$ cat config.mk
export PLATFORM = sky130hd
export DESIGN_NAME = bus_arbiter_requester
export DESIGN_NICKNAME = d
export VERILOG_FILES = /design/src/rtl/arb_pkg.sv /design/src/rtl/arb_sync.sv /design/src/rtl/arb_requester.sv /design/src/rtl/arb_grant.sv /design/src/rtl/bus_arbiter_requester.sv
export SDC_FILE = /design/constraint.sdc
export NUM_CORES = 1
export LEC_CHECK = 0
export ABC_AREA = 0
export ABC_CLOCK_PERIOD_IN_PS = 1900
export BUFFER_PORTS_ARGS = -buffer_cell sky130_fd_sc_hd__clkbuf_2
export CORE_ASPECT_RATIO = 0.9
export CORE_MARGIN = 2
export CORE_UTILIZATION = 30
export DETAILED_ROUTE_END_ITERATION = 16
export GPL_ROUTABILITY_DRIVEN = 0
export HOLD_SLACK_MARGIN = 0.02
export PLACE_DENSITY = 0.6
export SLEW_MARGIN = 20
export SYNTH_ARGS = -nofsm -noshare
export SYNTH_HDL_FRONTEND = slang
export SYNTH_SLANG_ARGS = --single-unit
$ cat constraint.sdc
create_clock -name clk -period 1.9 [get_ports clk]
set_clock_uncertainty 0.2 [all_clocks]
set_input_delay 0 -clock clk [delete_from_list [all_inputs] [get_ports clk]]
set_output_delay 0 -clock clk [all_outputs]
set_load 0.02 [all_outputs]
$ cat src/rtl/arb_pkg.sv
package arb_pkg;

    // Which request line the local master uses.
    typedef enum logic {
        LVL_HI = 1'b0,
        LVL_LO = 1'b1
    } req_lvl_e;

    localparam int unsigned SYNC_DEPTH_DEF = 2;

endpackage

$ cat src/rtl/arb_sync.sv
module arb_sync #(
    parameter int unsigned W      = 6,
    parameter int unsigned STAGES = 2
) (
    input  logic         clk,
    input  logic         rst_n,
    input  logic [W-1:0] async_i,
    output logic [W-1:0] sync_o
);

    logic [STAGES-1:0][W-1:0] stage_d, stage_q;

    always_comb begin
        stage_d[0] = async_i;
        for (int i = 1; i < int'(STAGES); i++) begin
            stage_d[i] = stage_q[i-1];
        end
    end

    always_ff @(posedge clk or negedge rst_n) begin
        if (!rst_n) stage_q <= '0;
        else        stage_q <= stage_d;
    end

    assign sync_o = stage_q[STAGES-1];

endmodule

$ cat src/rtl/arb_requester.sv
module arb_requester
    import arb_pkg::*;
(
    input  logic clk,
    input  logic rst_n,
    input  logic cfg_lvl_i,
    input  logic cfg_ror_i,
    input  logic loc_need_i,
    input  logic own_gnt_i,
    input  logic other_req_i,
    output logic rq0_o,
    output logic rq1_o
);

    typedef struct packed {
        logic rq0;
        logic rq1;
    } rq_state_t;

    rq_state_t st_d, st_q;
    req_lvl_e  lvl;
    logic      active_q;
    logic      keep;
    logic      want_d;

    assign lvl      = req_lvl_e'(cfg_lvl_i);
    assign active_q = st_q.rq0 | st_q.rq1;

    always_comb begin
        // Keep asking only while owning the bus and nobody else wants it.
        keep   = cfg_ror_i & active_q & own_gnt_i & ~other_req_i;
        want_d = loc_need_i | keep;
        st_d.rq0 = want_d & (lvl == LVL_HI);
        st_d.rq1 = want_d & (lvl == LVL_LO);
    end

    always_ff @(posedge clk or negedge rst_n) begin
        if (!rst_n) st_q <= '0;
        else        st_q <= st_d;
    end

    assign rq0_o = st_q.rq0;
    assign rq1_o = st_q.rq1;

endmodule

$ cat src/rtl/arb_grant.sv
module arb_grant #(
    parameter int unsigned N_MST = 4
) (
    input  logic             clk,
    input  logic             rst_n,
    input  logic [N_MST-1:0] req_l0_i,
    input  logic [N_MST-1:0] req_l1_i,
    input  logic             strobe_i,
    input  logic             lock_i,
    input  logic             dflt_i,
    output logic [N_MST-1:0] gnt_o
);

    localparam logic [N_MST-1:0] LOCAL_ONE = {{(N_MST-1){1'b0}}, 1'b1};

    typedef struct packed {
        logic [N_MST-1:0] gnt;
    } gnt_state_t;

    gnt_state_t       st_d, st_q;
    logic             owner_busy;
    logic             frozen;
    logic [N_MST-1:0] pick_l0, pick_l1;

    always_comb begin
        // Lowest set bit of each level wins on that level.
        pick_l0    = req_l0_i & (~req_l0_i + LOCAL_ONE);
        pick_l1    = req_l1_i & (~req_l1_i + LOCAL_ONE);
        owner_busy = |(st_q.gnt & (req_l0_i | req_l1_i));
        frozen     = lock_i | strobe_i | owner_busy;
        st_d       = st_q;
        if (!frozen) begin
            if (|req_l0_i)      st_d.gnt = pick_l0;
            else if (|req_l1_i) st_d.gnt = pick_l1;
            else if (dflt_i)    st_d.gnt = LOCAL_ONE;
            else                st_d.gnt = '0;
        end
    end

    always_ff @(posedge clk or negedge rst_n) begin
        if (!rst_n) st_q <= '0;
        else        st_q <= st_d;
    end

    assign gnt_o = st_q.gnt;

endmodule

$ cat src/rtl/bus_arbiter_requester.sv
module bus_arbiter_requester
    import arb_pkg::*;
#(
    parameter int unsigned N_MST       = 4,
    parameter int unsigned SYNC_STAGES = SYNC_DEPTH_DEF
) (
    input  logic             clk,
    input  logic             rst_n,
    input  logic             cfg_lvl_i,
    input  logic             cfg_dflt_i,
    input  logic             cfg_ror_i,
    input  logic             loc_need_i,
    input  logic [N_MST-2:0] ext_l0_i,
    input  logic [N_MST-2:0] ext_l1_i,
    input  logic             strobe_i,
    input  logic             lock_i,
    output logic             bus_rq0_o,
    output logic             bus_rq1_o,
    output logic [N_MST-1:0] gnt_o
);

    localparam int unsigned N_EXT = N_MST - 1;

    logic [N_EXT-1:0] ext_l0_s, ext_l1_s;
    logic             rq0, rq1;
    logic [N_MST-1:0] gnt;

    arb_sync #(.W(2*N_EXT), .STAGES(SYNC_STAGES)) u_sync (
        .clk     (clk),
        .rst_n   (rst_n),
        .async_i ({ext_l1_i, ext_l0_i}),
        .sync_o  ({ext_l1_s, ext_l0_s})
    );

    arb_requester u_req (
        .clk         (clk),
        .rst_n       (rst_n),
        .cfg_lvl_i   (cfg_lvl_i),
        .cfg_ror_i   (cfg_ror_i),
        .loc_need_i  (loc_need_i),
        .own_gnt_i   (gnt[0]),
        .other_req_i (|{ext_l0_s, ext_l1_s}),
        .rq0_o       (rq0),
        .rq1_o       (rq1)
    );

    arb_grant #(.N_MST(N_MST)) u_gnt (
        .clk      (clk),
        .rst_n    (rst_n),
        .req_l0_i ({ext_l0_s, rq0}),
        .req_l1_i ({ext_l1_s, rq1}),
        .strobe_i (strobe_i),
        .lock_i   (lock_i),
        .dflt_i   (cfg_dflt_i),
        .gnt_o    (gnt)
    );

    assign bus_rq0_o = rq0;
    assign bus_rq1_o = rq1;
    assign gnt_o     = gnt;

endmodule

; Yosys cells after proc, flatten, opt, wreduce, memory -nomap -nowiden
; Cells that the tools add are included.
[totals]
reg_bits = 18
inputBits = 14
out_inout_bits = 6
[classes]
add_sub_neg = 2
muxes = 3
bitwise_logic = 17
reduce_logical = 4
[ops]
columns = cell, count
row1 = AND 4 bit, 3
row2 = OR reduction 4 bit, 3
row3 = adder 4 x 1 -> 4 bit (second input constant), 2
row4 = 2-to-1 mux 4 bit, 2
row5 = NOT 4 bit, 2
row6 = OR reduction 6 bit, 1
row7 = AND 1 bit, 5
row8 = OR 1 bit, 4
row9 = OR 4 bit, 1
row10 = NOT 1 bit, 2
row11 = 2-to-1 mux 1 bit, 1

; Depth between registers and ports, before layout
[depth]
word_depth = 6
depth_mapped = 4

; By module
; From an unflattened synthesis, not the netlist that was laid out.
[unflattened]
hier_cells = 52
area_unflattened_um2 = 689.4
[by_module_without_submodules]
columns = module, instances, cells_each, area_each_um2, seq_area_each_um2
row1 = arb_sync, 1, 12, 300.3, 300.3
row2 = arb_grant, 1, 29, 277.8, 100.1
row3 = arb_requester, 1, 8, 97.6, 50.0
row4 = bus_arbiter_requester, 1, 3, 13.8, 0.0

; Worst setup path before layout
; OpenSTA, ideal clock, no wires.
[synth_timing]
path_type = register -> register
startpoint = register u_req.st_q (netlist bit u_req.rq0_o)
endpoint = register u_gnt.st_q (netlist bit u_gnt.gnt_o[2])
arrival_ps = 1320
t_required_ps = 1572
slack_ps = 252
path_stages_with_launch = 5
synth_period_minus_slack_ps = 1648
cell_sequence = dfrtp_1 > o21ai_1 > nand4_2 > nor2_1 > mux2_1
[synth_via]
elab_chain_cells = 4
elab_cells_between_ends = 9
cone_classes = 1 x add/sub / 1 x mux / 5 x bitwise / 2 x reduce/logical
[synth_lines]
columns = element, line_no
row1 = start: declaration, arb_requester.sv:20  ; rq_state_t st_d, st_q;
row2 = start signal: assignment, arb_requester.sv:39  ; else st_q <= st_d;
row3 = NOT 4 bit / OR 4 bit (equally long branches), "arb_grant.sv:27, arb_grant.sv:29"
row4 = adder 4 x 1 -> 4 bit / AND 4 bit (equally long branches), "arb_grant.sv:27, arb_grant.sv:29"
row5 = AND 4 bit / OR reduction 4 bit (equally long branches), "arb_grant.sv:27, arb_grant.sv:29"
row6 = 2-to-1 mux 4 bit / OR 1 bit (equally long branches), "arb_grant.sv:33, arb_grant.sv:30"
row7 = end signal: assignment, arb_grant.sv:42  ; else st_q <= st_d;
row8 = end: declaration, arb_grant.sv:20  ; gnt_state_t st_d, st_q;
; Parallel ways exist; a longest one is shown, timed or not.
; A chain may end at the register's enable or synchronous reset.

; Worst setup path after layout
[layout_timing]
startpoint = register u_req.st_q (netlist bit u_req.rq0_o)
endpoint = register u_gnt.st_q (netlist bit u_gnt.gnt_o[3])
; Same word-level chain as after synthesis.

==> impl_metrics.env <==
export IMPL_dp_cells=96
export IMPL_fin_nets=102
export IMPL_synth_seq_cells=18
export IMPL_power_density_nw_per_um2=989
export IMPL_layout_commonest_cell="clkbuf_2"
export IMPL_final_cell_mix="19 x clkbuf_2, 18 x dfrtp_1, 14 x dlygate4sd3_1"
export IMPL_wl_um=1240
export IMPL_fin_crit_ns=1.70
export IMPL_fin_util=0.450
export IMPL_met3_usage=0.0556
export IMPL_htreeDepth=1
export IMPL_syn_num_nets=65
export IMPL_first_pass_iters=2
export IMPL_min_period_over_period=0.893
export IMPL_numCtsBuffers=3
export IMPL_avgViaCountPerCell=4.53
export IMPL_rsz0062_at_grt="no"
export IMPL_critPathMaxFanout=7
export IMPL_num_antenna_cells=0
export IMPL_grt_max_degree=19
export IMPL_via_count=516
export IMPL_syn_inst=51
export IMPL_use_met1=0.124
export IMPL_overflow=0
export IMPL_synth_cell_types=18
export IMPL_max_slew_margin=0.488
export IMPL_worstSetupPathType="flip-flop to flip-flop"
export IMPL_fp_dieH_um=48.4
export IMPL_grt_pass1_wl_um=2170
export IMPL_clkLatencyLatePin_ns=0.29
export IMPL_drv_cap=0
export IMPL_vdd_ir_drop_max_mv=0.591
export IMPL_hold_path_class="input port to flip-flop"
export IMPL_ctsResizeCount=0
export IMPL_root_buffer="clkbuf_4"
export IMPL_endpoint_kind="flip-flop"
export IMPL_rows=16
export IMPL_tightest_slew_ns=0.765
export IMPL_grt_pass1_vias=543
export IMPL_setup_viol=0
export IMPL_fp_coreArea_um2=2120
export IMPL_ant_nets=0
export IMPL_max_freq_mhz=589
export IMPL_dp_hpwl_um=838
export IMPL_busiest_layer="met2"
export IMPL_whs_ns=0.152
export IMPL_seq_area_frac_synth=0.686
export IMPL_crit_arrival_ns=1.68
export IMPL_tns_ns=0
export IMPL_drive_gt1_frac=0.287
export IMPL_post_drt_wl_per_cell_um=10.9
export IMPL_io_buffer_count=19
export IMPL_drtIter0Drc=2
export IMPL_finalHoldViolCount=0
export IMPL_syn_to_final_growth_pct=45.3
export IMPL_antenna_found_initial=0
export IMPL_clk_pin_slew_worst_paths_ns=0.10
export IMPL_die_area_um2=2580
export IMPL_crit_required_ns=1.88
export IMPL_status="finished, final reports clean"
export IMPL_syn_area_um2=657
export IMPL_power_leakage_nw=0.443
export IMPL_synth_avg_cell_area_um2=12.9
export IMPL_instances_no_fill=114
export IMPL_use_met2=0.206
export IMPL_clock_path_buffers=2
export IMPL_worstSetupStartpointType="flip-flop"
export IMPL_die_x_um=53.3
export IMPL_start_util=0.310
export IMPL_cts_tree="done"
export IMPL_drc=0
export IMPL_io_pins=20
export IMPL_final_max_slew_viol_count=0
export IMPL_grtUsageTotal=0.115
export IMPL_yosysWarnings=0
export IMPL_cts_sink_count=18
-- power by group --
part / internal [W] / switching (W) / leakage, nW
Clock: 0.000117 / 0.000112 / 0.0210
Sequential: 0.000437 / 0.0000396 / 0.216
Combinational: 0.000102 / 0.000137 / 0.206
-- flip-flops by register name, indices dropped and copies added, names as in the netlist --
register	flops
u_gnt.gnt_o	4
u_req.rq0_o	1
u_sync.sync_o	6
u_sync.stage_d	6
u_req.rq1_o	1
-- cell type report --
type / count / area, µm²
clock buffers: 4 / 36.3
fillers: 215 / 1170
inverters: 2 / 7.51
multi-input cells: 30 / 191
flip-flops and latches: 18 / 450
well taps: 27 / 33.8
repair buffers: 33 / 235
-- cell families (layout without fill, tap and decap cells) --
| family | after synthesis | after routing | synth area share |
|---|---|---|---|
| buffers and inverters | 3 | 39 | 0.0229 |
| AND/OR/NAND/NOR | 19 | 19 | 0.177 |
| AO/OA/AOI/OAI | 9 | 9 | 0.0800 |
| flip-flops | 18 | 18 | 0.686 |
| multiplexers | 2 | 2 | 0.0343 |
-- Yosys cell counts --
master | n | area [µm²]
dfrtp_1 | 18 | 450
nor2_1 | 7 | 26.3
nor3_1 | 4 | 20.0
a21oi_1 | 2 | 10.0
inv_1 | 2 | 7.51
mux2_1 | 2 | 22.5
nor2b_1 | 2 | 12.5
nor4b_1 | 2 | 17.5
o21ai_0 | 2 | 10.0
o21ai_1 | 2 | 10.0
a211oi_1 | 1 | 7.51
a31oi_1 | 1 | 6.26
buf_4 | 1 | 7.51
nand4_2 | 1 | 12.5
nor2_4 | 1 | 11.3
nor4_1 | 1 | 6.26
o41ai_1 | 1 | 8.76
or4b_1 | 1 | 10.0
-- worst max-delay path, stage by stage, from the launching register on --
cell,delay (ns)
dfrtp_1,0.46
o21ai_1,0.22
nand4_2,0.17
nor2_1,0.20
mux2_1,0.33
-- path summary, 6_finish.rpt --
check / start / slack (ns) / end / cells after the start
setup reg to reg: u_req.rq0_o / 0.20 / u_gnt.gnt_o[3] / 4
hold reg to reg: u_sync.stage_d[8] / 0.16 / u_sync.sync_o[2] / 0
min in group asynchronous: rst_n / 0.65 / u_sync.sync_o[3] / 3
max in group asynchronous: rst_n / 0.37 / u_sync.sync_o[1] / 3
hold / removal: ext_l1_i[0] / 0.15 / u_sync.stage_d[9] / 2
setup / recovery: u_req.rq0_o / 0.20 / u_gnt.gnt_o[3] / 4
-- routing by layer --
metal	wire, µm	share of wire
met5	0	0
met4	0	0
met3	77	0.062
met2	655	0.53
met1	504	0.41
-- through the flow --
step           area, µm²  power, W  setup slack, ns
4_1_cts              955  0.000958            0.193
5_1_grt              955   0.00100           0.0749
2_1_floorplan        657  0.000634            0.252
3_3_place_gp         778  0.000700            0.243
6_report             955  0.000944            0.204
3_5_place_dp         778  0.000701            0.209
-- timing repair --
item / 4_1_cts / 5_1_grt
endpoints found under the hold margin: 28 / 0
hold buffers: 14 / 0
buffers inserted: 0 / 0
(Power assumes the default switching activity.)
